==> src/rtl/thalert_pkg.sv <==
package thalert_pkg;
  // bit positions of the fault sources inside fault_i / status_o
  localparam int SRC_HI   = 0;
  localparam int SRC_LO   = 1;
  localparam int SRC_OPEN = 2;

  // next state of the alert latch
  function automatic logic latch_next(input logic latched, input logic any_fault,
                                      input logic enable, input logic ara_rd);
    logic set_evt;
    set_evt = enable & any_fault;
    if (ara_rd && latched)
      return any_fault;          // clears only when nothing is still faulting
    return latched | set_evt;
  endfunction

  // next state of one sticky status bit
  function automatic logic sticky_next(input logic cur, input logic src, input logic rd);
    return rd ? src : (cur | src);
  endfunction
endpackage

==> src/rtl/thalert_status.sv <==
module thalert_status #(
  parameter int N_SRC = 3
) (
  input  logic             clk,
  input  logic             rst_n,
  input  logic [N_SRC-1:0] src_i,
  input  logic             rd_i,
  output logic [N_SRC-1:0] stat_o
);
  import thalert_pkg::*;

  for (genvar g = 0; g < N_SRC; g++) begin : g_bit
    logic bit_q;
    always_ff @(posedge clk or negedge rst_n) begin
      if (!rst_n) bit_q <= 1'b0;
      else        bit_q <= sticky_next(bit_q, src_i[g], rd_i);
    end
    assign stat_o[g] = bit_q;
  end
endmodule

==> src/rtl/thalert_latch.sv <==
module thalert_latch (
  input  logic clk,
  input  logic rst_n,
  input  logic any_i,
  input  logic en_i,
  input  logic ara_i,
  output logic alert_o,
  output logic set_evt_o,
  output logic clr_evt_o
);
  import thalert_pkg::*;

  logic alert_q;

  assign set_evt_o = en_i & any_i & ~alert_q;
  assign clr_evt_o = ara_i & alert_q & ~any_i;

  always_ff @(posedge clk or negedge rst_n) begin
    if (!rst_n) alert_q <= 1'b0;
    else        alert_q <= latch_next(alert_q, any_i, en_i, ara_i);
  end

  assign alert_o = alert_q;
endmodule

==> src/rtl/thalert_resp.sv <==
module thalert_resp #(
  parameter int ADDR_W = 7
) (
  input  logic              latched_i,
  input  logic [ADDR_W-1:0] addr_i,
  output logic [ADDR_W:0]   byte_o
);
  always_comb begin
    if (latched_i) byte_o = {addr_i, 1'b0};
    else           byte_o = '1;
  end
endmodule

==> src/rtl/thermal_alert_ctl.sv <==
module thermal_alert_ctl #(
  parameter int N_SRC  = 3,
  parameter int ADDR_W = 7
) (
  input  logic              clk,
  input  logic              rst_n,
  input  logic [N_SRC-1:0]  fault_i,
  input  logic              irq_en_i,
  input  logic              ara_rd_i,
  input  logic              stat_rd_i,
  input  logic [ADDR_W-1:0] dev_addr_i,
  output logic              alert_pull_o,
  output logic [N_SRC-1:0]  status_o,
  output logic [ADDR_W:0]   ara_byte_o
);
  logic fault_any;
  logic set_evt;
  logic clr_evt;

  assign fault_any = |fault_i;

  thalert_latch u_latch (
    .clk      (clk),
    .rst_n    (rst_n),
    .any_i    (fault_any),
    .en_i     (irq_en_i),
    .ara_i    (ara_rd_i),
    .alert_o  (alert_pull_o),
    .set_evt_o(set_evt),
    .clr_evt_o(clr_evt)
  );

  thalert_status #(.N_SRC(N_SRC)) u_status (
    .clk   (clk),
    .rst_n (rst_n),
    .src_i (fault_i),
    .rd_i  (stat_rd_i),
    .stat_o(status_o)
  );

  thalert_resp #(.ADDR_W(ADDR_W)) u_resp (
    .latched_i(alert_pull_o),
    .addr_i   (dev_addr_i),
    .byte_o   (ara_byte_o)
  );
endmodule

==> config.mk <==
export PLATFORM = sky130hd
export DESIGN_NAME = thermal_alert_ctl
export DESIGN_NICKNAME = d
export VERILOG_FILES = /design/src/rtl/thalert_pkg.sv /design/src/rtl/thalert_status.sv /design/src/rtl/thalert_latch.sv /design/src/rtl/thalert_resp.sv /design/src/rtl/thermal_alert_ctl.sv
export SDC_FILE = /design/constraint.sdc
export NUM_CORES = 1
export LEC_CHECK = 0
export ABC_AREA = 1
export CAP_MARGIN = 20
export CORE_AREA = 5 5 42 44
export CTS_BUF_LIST = sky130_fd_sc_hd__clkbuf_4
export DETAILED_ROUTE_END_ITERATION = 6
export DIE_AREA = 0 0 47 49
export DONT_BUFFER_PORTS = 1
export GPL_ROUTABILITY_DRIVEN = 0
export GPL_TIMING_DRIVEN = 0
export HOLD_SLACK_MARGIN = 0.03
export PLACE_DENSITY_LB_ADDON = 0.1
export SLEW_MARGIN = 15
export SYNTH_ARGS = -nofsm -noshare
export SYNTH_HDL_FRONTEND = slang
export SYNTH_SLANG_ARGS = --single-unit
==> constraint.sdc <==
create_clock -name clk -period 0.9 [get_ports clk]
set_input_delay 0.09 -clock clk [delete_from_list [all_inputs] [get_ports clk]]
set_output_delay 0.09 -clock clk [all_outputs]
set_load 0.02 [all_outputs]
==> results of run 1 <==
power groups by stage:
stage / combinational (mW) / sequential (mW) / clock [mW]
finish: 0.152 / 0.208 / 0.279
global route: 0.167 / 0.210 / 0.296
CTS: 0.155 / 0.208 / 0.296
detailed placement: 0.111 / 0.209 / 0
global placement: 0.111 / 0.209 / 0
floorplan: 0.100 / 0.206 / 0
per-stage QoR:
step | utilization | total power, mW | std cells
after floorplan | - | 0.307 | 29
after global placement | 0.183 | 0.320 | 45
after global routing | 0.256 | 0.673 | 54
after detailed placement | 0.183 | 0.320 | 45
final | 0.256 | 0.639 | 54
after CTS | 0.254 | 0.658 | 54
path summary, 6_finish.rpt:
path	from	end	slack, ns	cells past startpoint
setup reg to reg	u_latch.alert_o	u_latch.alert_o	-0.02	3
min in group asynchronous	rst_n	u_status.g_bit[1].bit_q	0.12	1
setup / recovery	u_latch.alert_o	ara_byte_o[7]	-0.26	2
hold / removal	irq_en_i	u_latch.alert_o	0.05	3
hold reg to reg	u_status.g_bit[2].bit_q	u_status.g_bit[2].bit_q	0.51	2
max in group asynchronous	rst_n	u_latch.alert_o	0.60	1
metal layers:
metal	wire length (um)	vias to the layer above	global-route usage
li1	-	98	-
met1	173	87	0.0465
met2	316	23	0.0973
met3	100	2	0.0111
met4	19	0	0.0829
met5	0	-	0
repair_timing:
action	in CTS	in global routing
endpoints found under the hold margin	7	0
resized for setup	8	1
hold buffers	5	0
endpoints found under the setup margin	9	9
cell type report:
class | count | area (sq um) | share of cell area
inverters | 7 | 31.3 | 0.0871
well taps | 16 | 20.0 | 0.0557
clock buffers | 4 | 30.0 | 0.0836
plain buffers | 3 | 22.5 | 0.0627
repair buffers | 5 | 50.0 | 0.139
flip-flops and latches | 4 | 101 | 0.282
multi-input cells | 15 | 104 | 0.289
cells in the final DEF, fill, tap and decap left out, drive strengths merged:
| cell | count |
|---|---|
| buf | 3 |
| clkbuf | 4 |
| dfrtp | 4 |
| dlygate4sd3 | 5 |
| inv | 7 |
| nand2 | 2 |
| nand3 | 1 |
| nor2 | 1 |
| o21ai | 1 |
| o21bai | 2 |
| or2 | 8 |
state kept, by name (all words and copies together) (netlist names):
name and flops:
u_latch.alert_o 1, u_status.g_bit.bit_q 3
kinds of logic after synthesis:
| kind of cell | after synthesis |
|---|---|
| DFF | 4 |
| and+or+nand+nor | 12 |
| AOI/OAI and AO/OA | 3 |
| buffers and inverters | 10 |
critical path, stage by stage, from the launching register on:
cell                      delay, ns
sky130_fd_sc_hd__dfrtp_2       0.48
sky130_fd_sc_hd__inv_6         0.08
sky130_fd_sc_hd__or2_4         0.27
cells in the mapped netlist:
cell	count
sky130_fd_sc_hd__or2_0	1
sky130_fd_sc_hd__nor2_1	1
sky130_fd_sc_hd__nand3_1	1
sky130_fd_sc_hd__inv_1	6
sky130_fd_sc_hd__o21bai_1	2
sky130_fd_sc_hd__buf_4	3
sky130_fd_sc_hd__o21ai_0	1
sky130_fd_sc_hd__dfrtp_1	4
sky130_fd_sc_hd__inv_2	1
sky130_fd_sc_hd__nand2_1	2
sky130_fd_sc_hd__or2_1	7
==> flow_metrics.tcl, run 1 <==
set metrics [dict create \
    num_rows 14 \
    placedInstanceArea_sq_um 256 \
    post_synth_and_or_nand_nor_area_fraction 0.282 \
    drc_markers 0 \
    post_synth_mux_area_share 0 \
    clkSlewWorstSetupHoldPaths_ns 0.04 \
    design.portCount 27 \
    static-leakage-power_nw 0.180 \
    antenna_left 0 \
    timing.setup.critical_path_class "flip-flop to output port" \
    p_clk_frac 0.436 \
    drt_first_pass_iters 1 \
    antenna_found_initial 0 \
    power.internal_mw 0.460 \
    antenna_cells 0 \
    run_status "finished, violations left" \
    max-slew-margin-rel 0.861 \
    power.density_cell_area_mw_per_mm2 1780 \
    largest_clock_skew_in_the_final_design_ns 0 \
    layout-drive-gt1-share 0.421 \
    clock_tree.buffer_depth 2 \
    min_period_ns 1.16 \
    initial_core_utilization 0.168 \
    timing.critical_path.required_ns 0.81 \
    setup_repair_after_global_routing_missed_its_margin "true" \
    finalMaxSlewViolations 0 \
    ys.warnings.count 0 \
    nNetsFinal 54 \
    critical_path.max_fanout 8 \
    ctsHtreeMaxLevel 1 \
    largest_family_of_logic_cells_by_synthesized_area "simple AND/OR/NAND/NOR gates" \
    postCtsSetupRepairBufs 0 \
    drt-wirelength-per-cell_um 11.3 \
    clk_root_buffer_cell "sky130_fd_sc_hd__clkbuf_4" \
    synth_top_area_frac 0.426 \
    synth-seq-cells 4 \
    grt_pass1_vias 241 \
    worst_setup_path_start_kind "flip-flop" \
    synth_top_cells_by_area "sky130_fd_sc_hd__dfrtp_1 (43%), sky130_fd_sc_hd__or2_1 (19%), sky130_fd_sc_hd__buf_4 (9.6%)" \
    hold_path.class "primary input to flip-flop" \
    violations "negative setup slack" \
    power.net_switching_mw 0.180 \
    synth_area_per_cell_sq_um 8.11 \
    initial_detailed_routing_violation_count 0 \
    vias_per_cell 3.89 \
    vdd.ir_drop.worst_v 0.000569 \
    max_freq_mhz 862 \
    core-area_sq_mm 0.00140 \
    setup-tns-final_ns -1.88 \
    power.switching_fraction 0.281 \
    detailroute.via_count 210 \
    numPortBuffers 0 \
    power.share.sequential 0.326 \
    cp_capture_type "output port" \
    comb_power_share 0.238 \
    post-route-worst-setup-slack_ns -0.260 \
    filler_cell_count 157 \
    die_area_sq_mm 0.00230 \
    dp_slack_ns -0.0770 \
    synth_area_in_compound_gates 0.0851 \
    ys_types 11 \
    clock_latency_ns 0.24 \
    syn-num-nets 44 \
    wire_length_of_the_first_global_routing_pass_um 897 \
    netlist_instances 29 \
    cp_data_arrival_time_ns 1.07 \
    grt_max_degree 9 \
    die-height_um 49 \
    cts_num_sinks 4 \
    design_area_sq_um 359 \
    hold-worst-slack_ns 0.0517 \
    max_slew.worst_pin.slew_ns 0.209 \
    numCtsBuffers 3 \
    die_w_um 47 \
    synth_area_leader "sky130_fd_sc_hd__dfrtp_1" \
    min_period_over_period 1.29 \
    max_cap_viols 0 \
    final-hold-violation-count 0 \
    ys_seq_area_frac 0.426 \
    synthXorXnorAreaFrac 0 \
    wirelength_um 610 \
    gr_overflow_total 0 \
    synth_adder_area_share 0 \
    setup_viol_count_final 9 \
    cts_tree "yes" \
    groute.usage.overall 0.0600 \
    layout-area-overhead-vs-synth_pct 52.7 \
    syn_area_sq_um 235 \
]
No activity file was read; power rests on OpenSTA's default activity.
==> run 2: changes to the inputs <==
BUFFER_PORTS_ARGS = -buffer_cell sky130_fd_sc_hd__clkbuf_2   (was not set)
DONT_BUFFER_PORTS = not set   (was 1)
==> flow_metrics.tcl, run 2 (synthesis gave the netlist of run 1 again) <==
set metrics [dict create \
    clkSlewWorstSetupHoldPaths_ns 0.04 \
    worst_setup_path_start_kind "flip-flop" \
    max_freq_mhz 907 \
    violations "negative setup slack" \
    regMostFlops "u_status.g_bit.bit_q" \
    cp-startpoint "u_latch.alert_o" \
    wirelength_um 756 \
    initial_detailed_routing_violation_count 1 \
    design.portCount 27 \
    setup-tns-final_ns -1.55 \
    cts_tree "yes" \
    core-area_sq_mm 0.00140 \
    critical_path.max_fanout 8 \
    flip_flop_count_of_the_largest_register_all_copies_and_words_added 3 \
    clock_latency_ns 0.24 \
    p_clk_frac 0.382 \
    timing.setup.critical_path_class "flip-flop to output port" \
    drc_markers 0 \
    antenna_found_initial 0 \
    die_area_sq_mm 0.00230 \
    critical_path.slowest_cell "sky130_fd_sc_hd__dfrtp_2" \
    dpl.cell_count 71 \
    worstPathBufferInverterCount 2 \
    num_rows 14 \
    die-height_um 49 \
    drt_first_pass_iters 3 \
    drt-wirelength-per-cell_um 9.82 \
    power.density_cell_area_mw_per_mm2 1400 \
    numCtsBuffers 3 \
    post-route-worst-setup-slack_ns -0.202 \
    hold_path.class "primary input to flip-flop" \
    crit_chain "inv_2, or2_1, buf_6" \
    min_period_ns 1.10 \
    finalMaxSlewViolations 0 \
    max_slew.worst_pin.slew_ns 0.148 \
    layout.cells.most_common_list "sky130_fd_sc_hd__clkbuf_2 (14), sky130_fd_sc_hd__or2_1 (7), sky130_fd_sc_hd__inv_1 (6), sky130_fd_sc_hd__buf_6 (6)" \
    timing.critical_path.required_ns 0.81 \
    filler_cell_count 162 \
    stdcell_count 77 \
    die_w_um 47 \
    setup_viol_count_final 10 \
    initial_core_utilization 0.168 \
    static-leakage-power_nw 0.298 \
    worstHoldStart "stat_rd_i" \
    largest_clock_skew_in_the_final_design_ns 0 \
    power.share.sequential 0.278 \
    dp_slack_ns 0.0111 \
    detailroute.via_count 295 \
    grt_pass1_vias 262 \
    power.net_switching_mw 0.197 \
    worst_path_largest_cell_delay_ns 0.35 \
    power.internal_mw 0.527 \
    final-hold-violation-count 0 \
    setup_repair_after_global_routing_missed_its_margin "true" \
    vdd.ir_drop.worst_v 0.000587 \
    power.switching_fraction 0.272 \
    antenna_left 0 \
    antenna_cells 0 \
    run_status "finished, violations left" \
    layout-drive-gt1-share 0.590 \
    clock_tree.buffer_depth 2 \
    max_cap_viols 0 \
    nNetsFinal 77 \
    dp_hpwl_um 596 \
    max-slew-margin-rel 0.900 \
    vias_per_cell 3.83 \
    comb_power_share 0.340 \
    ctsHtreeMaxLevel 1 \
    cp_capture_type "output port" \
    gr_overflow_total 0 \
    groute.usage.overall 0.0607 \
    layout-area-overhead-vs-synth_pct 120 \
    min_period_over_period 1.22 \
    cpLargestDelayFamily "flip-flops" \
    rr_startpoint "u_latch.alert_o" \
    leading_cell_type_in_the_layout_fill_and_taps_excluded "sky130_fd_sc_hd__clkbuf_2" \
    numPortBuffers 26 \
    cts_num_sinks 4 \
    wire_length_of_the_first_global_routing_pass_um 924 \
    grt_max_degree 9 \
    cp_data_arrival_time_ns 1.01 \
    clk_root_buffer_cell "sky130_fd_sc_hd__clkbuf_4" \
    post-route-util 0.370 \
]
==> run 2: changes by cell type in the layout (fill, tap and decap cells not counted), sizes merged <==
cell         delta
clkbuf         +20
buf             +7
dlygate4sd3     -4
==> run 2: layout make-up <==
type | count | area, sq um | area share
Timing Repair Buffer | 31 | 254 | 0.490
Tap cell | 16 | 20.0 | 0.0386
Clock buffer | 4 | 30.0 | 0.0580
Multi-Input combinational cell | 15 | 86.3 | 0.167
Inverter | 7 | 26.3 | 0.0507
Sequential cell | 4 | 101 | 0.196
==> run 2: final timing paths <==
path                                           endpoint  slack (ns)  cells past startpoint
worst max-delay path                      ara_byte_o[5]       -0.20                      3
worst min-delay path            u_status.g_bit[0].bit_q        0.06                      2
worst max register to register          u_latch.alert_o       -0.03                      4
worst min register to register  u_status.g_bit[0].bit_q        0.62                      3
max in group asynchronous               u_latch.alert_o        0.57                      2
min in group asynchronous       u_status.g_bit[1].bit_q        0.20                      2
==> run 2: repair_timing <==
action	in CTS	in global routing
pin swaps	1	0
resized for setup	11	18
hold buffers	1	0
endpoints found under the setup margin	12	11
hold endpoints to repair	4	0
setup buffers	4	0
==> run 2: worst register-to-register path: stages (launching register included) <==
cell	delay (ns)
sky130_fd_sc_hd__dfrtp_2	0.40
sky130_fd_sc_hd__buf_4	0.14
sky130_fd_sc_hd__or2_0	0.19
sky130_fd_sc_hd__nand2_1	0.06
sky130_fd_sc_hd__inv_1	0.03
==> run 2: stage by stage <==
stage | total power [mW] | instance area [sq um] | hold WS (ns)
final | 0.724 | 518 | 0.0630
after global routing | 0.776 | 518 | 0.0585
after CTS | 0.709 | 480 | 0.0566
after detailed placement | 0.386 | 387 | -0.0978
after global placement | 0.386 | 387 | -0.0983
after floorplan | 0.307 | 236 | -0.206
==> run 2: metal layers <==
| metal | share of wire | track usage | up-vias | routed length, um |
|---|---|---|---|---|
| li1 | - | - | 145 | - |
| met1 | 0.26 | 0.0443 | 123 | 200 |
| met2 | 0.54 | 0.102 | 24 | 410 |
| met3 | 0.16 | 0.0221 | 3 | 124 |
| met4 | 0.028 | 0.0691 | 0 | 21 |
| met5 | 0 | 0 | - | 0 |
==> run 2: power groups by stage <==
stage	sequential (mW)	combinational, mW	clock, mW
5_1_grt	0.202	0.265	0.309
3_5_place_dp	0.205	0.181	0
3_3_place_gp	0.204	0.183	0
2_1_floorplan	0.206	0.100	0
4_1_cts	0.202	0.219	0.289
6_report	0.201	0.246	0.276
